## config.mk

```make
export PLATFORM = sky130hd
export DESIGN_NAME = sdc_dq_predict
export DESIGN_NICKNAME = d
export VERILOG_FILES = /design/src/rtl/sdc_dq_predict.sv
export SDC_FILE = /design/constraint.sdc
export NUM_CORES = 1
export LEC_CHECK = 0
export BUFFER_PORTS_ARGS = -buffer_cell sky130_fd_sc_hd__buf_2
export CAP_MARGIN = 5
export CORE_AREA = 2 2 39 41
export CTS_CLUSTER_SIZE = 8
export DETAILED_ROUTE_END_ITERATION = 12
export DIE_AREA = 0 0 41 43
export HOLD_SLACK_MARGIN = 0.06
export PLACE_DENSITY = 0.42
export SETUP_SLACK_MARGIN = 0.5
export SLEW_MARGIN = 10
export SYNTH_ARGS = -nofsm -noshare
export SYNTH_HDL_FRONTEND = slang
export SYNTH_SLANG_ARGS = --single-unit
```

## constraint.sdc

```tcl
create_clock -name clk -period 0.8 [get_ports clk]
set_clock_uncertainty 0.1 [all_clocks]
set_input_delay 0.12 -clock clk [delete_from_list [all_inputs] [get_ports clk]]
set_output_delay 0.12 -clock clk [all_outputs]
set_load 0.01 [all_outputs]
```

## src/rtl/sdc_dq_predict.sv

```systemverilog
module sdc_dq_predict #(
  parameter int MAX_CL = 3
) (
  input  logic       clk,
  input  logic       rst,
  input  logic       rd_hit,
  input  logic       mask_hit,
  input  logic       en_hit,
  input  logic [1:0] cas_lat,
  output logic       rd_data_o,
  output logic       rd_mask_o,
  output logic       wr_mask_o
);
  localparam int TW = (MAX_CL > 2) ? $clog2(MAX_CL) : 1;

  logic [MAX_CL-1:0] rd_sr;
  logic [TW-1:0]     tap;

  always_comb begin
    if (cas_lat == 2'd0)             tap = '0;
    else if (int'(cas_lat) > MAX_CL) tap = TW'(MAX_CL - 1);
    else                             tap = TW'(cas_lat - 2'd1);
  end

  always_ff @(posedge clk) begin
    if (rst) begin
      rd_sr     <= '0;
      wr_mask_o <= 1'b0;
      rd_mask_o <= 1'b0;
    end else begin
      rd_sr <= {rd_sr[MAX_CL-2:0], rd_hit};
      if (mask_hit)    wr_mask_o <= 1'b1;
      else if (en_hit) wr_mask_o <= 1'b0;
      rd_mask_o <= wr_mask_o;
    end
  end

  assign rd_data_o = rd_sr[tap];

  assert_rd_lat3_R10: assert property (@(posedge clk) disable iff (rst)
    (rd_data_o && cas_lat == 2'd3) |-> $past(rd_hit, 3));
  assert_rd_lat2_R10: assert property (@(posedge clk) disable iff (rst)
    (rd_data_o && cas_lat == 2'd2) |-> $past(rd_hit, 2));
  assert_wr_mask_rise_R11: assert property (@(posedge clk) disable iff (rst)
    $rose(wr_mask_o) |-> $past(mask_hit));
  assert_rd_mask_rise_R11: assert property (@(posedge clk) disable iff (rst)
    $rose(rd_mask_o) |-> $past(mask_hit, 2));
endmodule

```

==> out/metrics.cfg, run 1 <==
[logic_synthesis]
ys_seq_area_share_pct=63.0
synthCells=15
synthAdderAreaFrac_pct=0
synth-simple-area-share_pct=22.0
yosysWarnings=0
synth_top_family_by_area=simple AND/OR/NAND/NOR gates
synth_seq_cells=5
avgSynthCellArea_sq_um=10.6
netlist-cell-type-count=7
synth_compound_area_share_pct=6.30
synth-xor-area-share_pct=0
synth.net_count=22
syn-cell-area_sq_um=159
post_synth_mux_area_share_pct=6.30

[clocking]
clock_latency_ns=0.24
clkTransAtPathRegs_ns=0.05
cts_tree=yes
cts_buffers=3
cts_root_buffer=clkbuf_4
clock_path_buffers=2
cts_sinks=5
postCtsSetupBuffers=0
cts_max_level=1

[worst_setup_path]
cp-end-kind=primary output
required_ns=0.58
cp_max_fo=2
critPathKind=flop to primary output
arrival_ns=0.90
crit_chain=mux2i_1 > a21oi_2 > buf_2
crit_family=flip-flops
critPathLaunchType=flop
critPathBufInv=1
crit_path_top_delay_cell=dfxtp_1
slowest_delay_ns=0.30

[run_status]
violations=negative hold slack, negative setup slack
status=complete, but fails checks

[timing]
fmax_mhz=895
finalSetupViolations=3
rsz0062_at_grt=true
drv_slew=0
worst_pin_slew_ns=0.164
hold_violations=1
setup_ws_ns=-0.318
layout_worst_path_cycle_share_pct=140
fin_crit_ns=1.12
max_slew_margin_pct=88.8
hold_slack_ns=-0.00948

[drt]
via_per_inst=3.25
drc=0
dr.first_iter.drc_count=1
drt-total-wl_um=314
routedWlPerCell_um=7.14
num_vias=143
ant_nets=0
drt_pre_antenna_iters=2

[run]
cap_violations=0

[placed_design]
io_buffers=9
gp_congestion=0.618
place_area_sq_um=230

[final_layout]
fin_nets=36
syn_to_final_growth_pct=81.1
n_antenna_cell=0
drive_gt1_share_pct=64.3
postLayoutCellArea_sq_um=288

[die]
die_w_um=41
start_util_pct=11.5
dieHeight_um=43
std_cell_rows=14
num_io_pins=10
core_area_sq_um=1380
dieArea_sq_um=1760

[power_and_ir_drop]
p_per_area_nw_per_um2=2180
p_leak_nw=0.130
peakVddDrop_mv=1.00

[global_routing]
grt_pass1_vias=139
track_usage_pct=4.72
grt_pass1_wl_um=462
antenna_found_initial=0
gr-total-overflow=0
grt_max_degree=6

[worst_hold_path]
hold_class=input port to flop

-- state kept, by name (all words and copies together), names as in the netlist --
name and count:
rd_mask_o 1, rd_sr 3, wr_mask_o 1
-- cells by family after synthesis --
logic type      count (synthesis)
simple gates                    6
mux                             1
compound gates                  2
buf+inv                         1
flops                           5
-- layout make-up --
cell class,count,area (sq um)
flip-flops and latches,5,104
repair buffers,9,60.1
clock buffers,4,26.3
well taps,16,20.0
multi-input cells,9,73.8
fillers,143,1100
inverters,1,3.75
-- synth_stat cells (all sizes together) --
master	n	area (sq um)
nor2	1	3.75
nor2b	4	25.0
inv	1	3.75
a21oi	2	10.0
nand2b	1	6.26
mux2i	1	10.0
dfxtp	5	100
-- per-stage QoR --
| step | util (%) | setup slack, ns | total power, mW | instances | TNS [ns] |
|---|---|---|---|---|---|
| 3_5_place_dp | 16.6 | -0.0617 | 0.323 | 40 | -0.0617 |
| 5_1_grt | 20.8 | -0.367 | 0.663 | 44 | -0.596 |
| 2_1_floorplan | - | 0.0497 | 0.294 | 15 | 0 |
| 6_report | 20.8 | -0.318 | 0.628 | 44 | -0.503 |
| 4_1_cts | 19.5 | -0.324 | 0.628 | 44 | -0.510 |
| 3_3_place_gp | 16.6 | -0.0454 | 0.321 | 40 | -0.0454 |
-- what timing repair did --
item	CTS	global route
pin swaps	0	1
hold endpoints to repair	5	5
setup endpoints to repair	7	7
resized for setup	3	4
-- cells in the final DEF (no fill, tap or decap), drive strengths merged --
cell type,Yosys,final
a21oi,2,2
buf,0,8
clkbuf,0,5
dfxtp,5,5
inv,1,1
mux2i,1,1
nand2b,1,1
nor2,1,1
nor2b,4,4
-- report_power, final --
part	internal, mW	leakage (nW)	total [mW]	switching [mW]
Combinational	0.0400	0.0731	0.0647	0.0247
Sequential	0.264	0.0421	0.271	0.00691
Clock	0.189	0.0150	0.293	0.104
Total	0.492	0.130	0.628	0.136
-- worst paths after layout --
check | from | to | slack, ns | depth (start not counted)
max | rd_sr[1] | rd_data_o | -0.32 | 3
min | rd_hit | rd_sr[0] | -0.009 | 2
max reg2reg | wr_mask_o | wr_mask_o | 0.11 | 2
min reg2reg | rd_sr[1] | rd_sr[2] | 0.36 | 1
-- layer usage --
metal  GRT usage (%)  wire length, um  vias to the layer above
li1                -                -                       73
met1            3.87              141                       59
met2            5.31              121                       11
met3            6.28               51                        0
met4            4.00                0                        0
met5               0                0                        -
Note: power is estimated with default switching activity, not from simulation.
==> run 2, diff against run 1 <==
Settings changed: CELL_PAD_IN_SITES_DETAIL_PLACEMENT set to 1, CELL_PAD_IN_SITES_GLOBAL_PLACEMENT set to 1, PLACE_DENSITY 0.42 to 0.49.
==> out/metrics.cfg, run 2 (synthesized netlist as in run 1, its figures left out) <==
[global_routing]
grt_pass1_vias=166  ; was 139
antenna_found_initial=0  ; unchanged
gr-total-overflow=0  ; unchanged
grt_max_degree=6  ; unchanged
track_usage_pct=5.94  ; was 4.72%
grt_pass1_wl_um=607  ; was 462 um

[final_layout]
syn_to_final_growth_pct=92.1  ; was 81.1%
drive_gt1_share_pct=72.4  ; was 64.3%
n_antenna_cell=0  ; unchanged
final_common_cell=buf_2  ; unchanged
regMostFlops=rd_sr  ; unchanged
reg_top3=rd_sr: 3 flops, rd_mask_o: 1 flops, wr_mask_o: 1 flops  ; unchanged
utilization_pct=22.1  ; was 20.8%
largest_reg_flops=3  ; unchanged
postLayoutCellArea_sq_um=305  ; was 288 sq um
finalNonFillerCells=45  ; was 44
final_cell_mix=buf_2, clkbuf_4, buf_6, dfxtp_2  ; was buf_2, clkbuf_4, dfxtp_2
fin_nets=37  ; was 36
fillers=162  ; was 143

[clocking]
cts_root_buffer=clkbuf_4  ; unchanged
cts_sinks=5  ; unchanged
cts_max_level=1  ; unchanged
cts_tree=yes  ; unchanged
cts_buffers=3  ; unchanged
clock_path_buffers=2  ; unchanged
clkTransAtPathRegs_ns=0.04  ; was 0.05 ns
clock_latency_ns=0.24  ; about the same

[placed_design]
io_buffers=9  ; unchanged
gp_congestion=0.543  ; was 0.618
place_area_sq_um=230  ; unchanged
dpl.hpwl_um=266
dpl.cell_count=40  ; unchanged

[die]
core_area_sq_um=1380  ; unchanged
die_w_um=41  ; unchanged
dieArea_sq_um=1760  ; unchanged
std_cell_rows=14  ; unchanged
dieHeight_um=43  ; unchanged
start_util_pct=11.5  ; unchanged
num_io_pins=10  ; unchanged

[worst_setup_path]
required_ns=0.58  ; about the same
rr_startpoint=wr_mask_o  ; unchanged
cp_max_fo=2  ; unchanged
cp-end-kind=primary output  ; unchanged
r2r_cells=2  ; unchanged
r2r_slack_ns=0.04  ; was 0.11 ns
critPathKind=flop to primary output  ; unchanged
critPathLaunch=rd_sr[1]  ; unchanged
rr_endpoint=rd_mask_o  ; was wr_mask_o
critPathLaunchType=flop  ; unchanged
arrival_ns=0.87  ; was 0.90 ns

[drt]
drc=0  ; unchanged
dr.first_iter.drc_count=0  ; was 1
num_vias=152  ; was 143
routedWlPerCell_um=7.53  ; was 7.14 um
via_per_inst=3.38  ; was 3.25
drt_pre_antenna_iters=1  ; was 2
ant_nets=0  ; unchanged
drt-total-wl_um=339  ; was 314 um

[power_and_ir_drop]
power_frac_clock_pct=45.1  ; was 46.6%
comb_power_share_pct=12.1  ; was 10.3%
p_leak_nw=0.140  ; was 0.130 nW
switching_share_pct=20.9  ; was 21.6%
p_per_area_nw_per_um2=2070  ; was 2180 nW/um^2
power.internal_mw=0.500  ; was 0.492 mW
power_mw=0.632  ; was 0.628 mW
peakVddDrop_mv=0.793  ; was 1.00 mV
seqPwrFrac_pct=42.8  ; was 43.1%
switchingPower_mw=0.132  ; was 0.136 mW

[worst_hold_path]
hold_class=input port to flop  ; unchanged
whs_endpoint=rd_sr[0]  ; unchanged
worstHoldStart=rd_hit  ; unchanged
min_path_cells=2  ; unchanged

[timing]
setup_ws_ns=-0.293  ; was -0.318 ns
drv_slew=0  ; unchanged
hold_violations=1  ; unchanged
finalSetupViolations=3  ; unchanged
setup_tns_ns=-0.467  ; was -0.503 ns
worst_pin_slew_ns=0.152  ; was 0.164 ns
fmax_mhz=915  ; was 895 MHz
max_slew_margin_pct=89.6  ; was 88.8%
rsz0062_at_grt=true  ; unchanged
layout_worst_path_cycle_share_pct=137  ; was 140%
fin_crit_ns=1.09  ; was 1.12 ns
hold_slack_ns=-0.0106  ; was -0.00948 ns

[run_status]
violations=negative hold slack, negative setup slack  ; unchanged
status=complete, but fails checks  ; unchanged

[run]
cap_violations=0  ; unchanged

## run 2: cell types whose count changed in the layout (fill, tap and decap cells not counted)
| cell | previous run | this run |
|---|---|---|
| nand2b_1 | 1 | 0 |
| a21oi_2 | 1 | 2 |
| nand2b_4 | 0 | 1 |
| nor2b_4 | 2 | 1 |
| a21oi_1 | 1 | 0 |
| nor2b_2 | 0 | 1 |
| buf_6 | 2 | 3 |
## run 2: critical path, stage by stage, from the launching register on
cell     delay, ns
dfxtp_1       0.29
mux2i_1       0.14
a21oi_2       0.06
buf_2         0.14
## run 2: final cells by class
type | instances | area [sq um] | area share (%)
sequential | 5 | 104 | 34.0
multi-input combinational | 9 | 80.1 | 26.2
timing repair buffer | 10 | 71.3 | 23.4
clock buffer | 4 | 26.3 | 8.61
tap | 16 | 20.0 | 6.56
inverter | 1 | 3.75 | 1.23
## run 2: how the worst max path moves through the flow
stage / depth (start not counted) / endpoint
floorplan: 2 / rd_data_o
detailed placement: 3 / rd_data_o
global placement: 3 / rd_data_o
CTS: 3 / rd_data_o
global route: 3 / rd_data_o
finish: 3 / rd_data_o
## run 2: power groups by stage
stage          combinational, mW  clock (mW)  sequential [mW]
5_1_grt                   0.0838       0.329            0.271
2_1_floorplan             0.0192           0            0.275
4_1_cts                   0.0721       0.299            0.270
3_5_place_dp              0.0515           0            0.273
6_report                  0.0766       0.285            0.270
3_3_place_gp              0.0494           0            0.272
## run 2: per-layer routing
| metal | part of all wire, % | global-route usage, % |
|---|---|---|
| met1 | 41 | 5.52 |
| met2 | 43 | 6.56 |
| met3 | 15 | 6.28 |
| met4 | 0 | 6.00 |
| met5 | 0 | 0 |
## run 2: per-stage QoR
step	setup WS (ns)	hold WS [ns]
floorplan	0.0497	0.0817
global placement	-0.0527	0.229
detailed placement	-0.0583	0.240
CTS	-0.320	-0.0165
global route	-0.375	-0.0206
finish	-0.293	-0.0106
## run 2: what timing repair did
action	in CTS	in global routing
endpoints found under the hold margin	5	5
resized for setup	6	4
pin swaps	1	1
setup endpoints to repair	7	7
setup buffers	1	0
==> run 3, diff against run 2 <==
Settings changed: ABC_AREA set to 1, PLACE_DENSITY 0.49 to 0.52.
==> out/metrics.cfg, run 3 <==
[die]
die_w_um=41  ; unchanged
start_util_pct=12.5  ; was 11.5%
core_area_sq_um=1380  ; unchanged
num_io_pins=10  ; unchanged
std_cell_rows=14  ; unchanged
dieArea_sq_um=1760  ; unchanged
dieHeight_um=43  ; unchanged

[final_layout]
final_cell_mix=buf_2, inv_1, buf_6  ; was buf_2, clkbuf_4, buf_6, dfxtp_2
finalNonFillerCells=54  ; was 45
drive_gt1_share_pct=60.5  ; was 72.4%
regMostFlops=rd_sr  ; unchanged
syn_to_final_growth_pct=84.8  ; was 92.1%
n_antenna_cell=0  ; unchanged
final_common_cell=buf_2  ; unchanged
fin_nets=46  ; was 37
largest_reg_flops=3  ; unchanged
postLayoutCellArea_sq_um=319  ; was 305 sq um
fillers=174  ; was 162
reg_top3=rd_sr: 3 flops, rd_mask_o: 1 flops, wr_mask_o: 1 flops  ; unchanged

[worst_setup_path]
r2r_cells=3  ; was 2
cp-end-kind=primary output  ; unchanged
crit_path_top_delay_cell=dfxtp_1  ; unchanged
slowest_delay_ns=0.30  ; was 0.29 ns
arrival_ns=0.93  ; was 0.87 ns
crit_family=flip-flops  ; unchanged
crit_chain=inv_1 > or2_0 > nand2_1 > buf_2  ; was mux2i_1 > a21oi_2 > buf_2
critPathLaunchType=flop  ; unchanged
critPathKind=flop to primary output  ; unchanged
critPathBufInv=2  ; was 1
required_ns=0.58  ; about the same
cp.depth=4  ; was 3
cp_max_fo=2  ; unchanged

[timing]
worst_pin_slew_ns=0.111  ; was 0.152 ns
finalSetupViolations=3  ; unchanged
max_slew_margin_pct=92.6  ; was 89.6%
fin_crit_ns=1.15  ; was 1.09 ns
layout_worst_path_cycle_share_pct=144  ; was 137%
fmax_mhz=871  ; was 915 MHz
hold_violations=0  ; was 1
setup_ws_ns=-0.348  ; was -0.293 ns
rsz0062_at_grt=true  ; unchanged
drv_slew=0  ; unchanged
hold_slack_ns=0.00659  ; was -0.0106 ns

[global_routing]
grt_pass1_wl_um=690  ; was 607 um
gr-usage-met1_pct=7.47  ; was 5.52%
use_met3_pct=3.14  ; was 6.28%
grt_pass1_vias=196  ; was 166
grt_busiest_layer=met2  ; unchanged
use_met2_pct=7.50  ; was 6.56%
track_usage_pct=6.24  ; was 5.94%
grt_max_degree=6  ; unchanged
gr-total-overflow=0  ; unchanged
antenna_found_initial=0  ; unchanged

[placed_design]
dpl.cell_count=49  ; was 40
detailedPlace.worstSlack_ns=-0.110  ; was -0.0583 ns
gp_congestion=0.584  ; was 0.543
place_area_sq_um=259  ; was 230 sq um
io_buffers=9  ; unchanged
dpl.hpwl_um=275  ; was 266 um

[logic_synthesis]
synth_edf_count=0  ; unchanged
yosysWarnings=0  ; unchanged
netlist-cell-type-count=7  ; unchanged
netlist_top_cells_count=inv_1, dfxtp_1, nor2_1  ; was dfxtp_1, nor2b_1, a21oi_1
syn-cell-area_sq_um=173  ; was 159 sq um
avgSynthCellArea_sq_um=7.51  ; was 10.6 sq um
yosysTopAreaCellShare_pct=58.0  ; was 63.0%
async_flop_share_pct=0  ; unchanged
ys_seq_area_share_pct=58.0  ; was 63.0%
yosysMostFrequentCell=inv_1  ; was dfxtp_1
synth_ff_type=dfxtp_1  ; unchanged
yosysTopAreaCell=dfxtp_1  ; unchanged
synthCells=23  ; was 15
synth.net_count=30  ; was 22
yosys-top-cells-area=dfxtp_1, inv_1, nor2_1, nand2_1, or2_0  ; was dfxtp_1, nor2b_1, a21oi_1, mux2i_1, nand2b_1
synth_seq_cells=5  ; unchanged

[clocking]
cts_max_level=1  ; unchanged
cts_buffers=3  ; unchanged
cts_root_buffer=clkbuf_4  ; unchanged
cts_sinks=5  ; unchanged
clkTransAtPathRegs_ns=0.04  ; about the same
cts_tree=yes  ; unchanged
clock_latency_ns=0.23  ; was 0.24 ns
clock_path_buffers=2  ; unchanged

[drt]
ant_nets=0  ; unchanged
drc=0  ; unchanged
num_vias=173  ; was 152
via_per_inst=3.20  ; was 3.38
routedWlPerCell_um=6.83  ; was 7.53 um
drt_pre_antenna_iters=2  ; was 1
drt-total-wl_um=369  ; was 339 um
dr.first_iter.drc_count=1  ; was 0

[run_status]
status=complete, but fails checks  ; unchanged
violations=negative setup slack  ; was negative hold slack, negative setup slack

[worst_hold_path]
min_path_cells=2  ; unchanged
hold_class=input port to flop  ; unchanged

[run]
cap_violations=0  ; unchanged

[power_and_ir_drop]
p_per_area_nw_per_um2=1990  ; was 2070 nW/um^2
p_leak_nw=0.161  ; was 0.140 nW
peakVddDrop_mv=0.755  ; was 0.793 mV
power_mw=0.636  ; was 0.632 mW

-- run 3: changes by cell type after synthesis, sizes merged --
cell,change
nor2b,-4
inv,+6
mux2i,-1
a21oi,-1
nand3,+1
nor2,+4
nand2,+3
nand2b,-1
or2,+1
-- run 3: timing repair --
item | 4_1_cts | 5_1_grt
pin swaps | 1 | 2
resized for setup | 7 | 2
hold endpoints to repair | 5 | 5
setup endpoints to repair | 7 | 7
buffers inserted | 1 | 0
-- run 3: path summary, 6_finish.rpt --
kind | start | slack [ns] | to
hold / removal | rst | 0.007 | rd_mask_o
setup / recovery | rd_sr[0] | -0.35 | rd_data_o
hold reg to reg | rd_sr[0] | 0.32 | rd_sr[1]
setup reg to reg | wr_mask_o | 0.01 | wr_mask_o
-- run 3: logic make-up after synthesis --
kind of cell	after synthesis	synth area share (%)
AND/OR/NAND/NOR	10	23.9
buffers and inverters	7	15.2
flip-flops	5	58.0
AO/OA/AOI/OAI	1	2.90
-- run 3: per-layer routing --
metal,routed length (um),part of all wire (%),vias up
met5,0,0,-
met4,0,0,0
met3,51,14,0
met2,158,43,9
met1,160,43,70
li1,-,-,94
-- run 3: stage by stage --
step           util, %  TNS (ns)
2_1_floorplan        -   -0.0180
3_3_place_gp      18.7    -0.108
3_5_place_dp      18.7    -0.110
4_1_cts           22.7    -0.566
5_1_grt           23.1    -0.692
6_report          23.1    -0.511
-- run 3: layout make-up --
cell class	instances	area, sq um	area share (%)
Clock buffer	4	26.3	8.24
Sequential cell	5	104	32.5
Tap cell	16	20.0	6.27
Timing Repair Buffer	11	80.1	25.1
Multi-Input combinational cell	11	55.1	17.3
Inverter	7	33.8	10.6
-- run 3: report_power, final --
group          total (mW)  leakage (nW)  switching [mW]  internal (mW)
Clock               0.287        0.0150          0.0983          0.188
Sequential          0.269        0.0423         0.00528          0.264
Combinational      0.0812         0.104          0.0366         0.0445
Total               0.636         0.161           0.140          0.496
-- run 3: worst reg2reg max path, delay by kind of cell (launching register included) --
kind	cells	cell delay [ns]
AO/OA/AOI/OAI	1	0.10
buffers and inverters	1	0.11
flip-flops	1	0.32
AND/OR/NAND/NOR	1	0.05
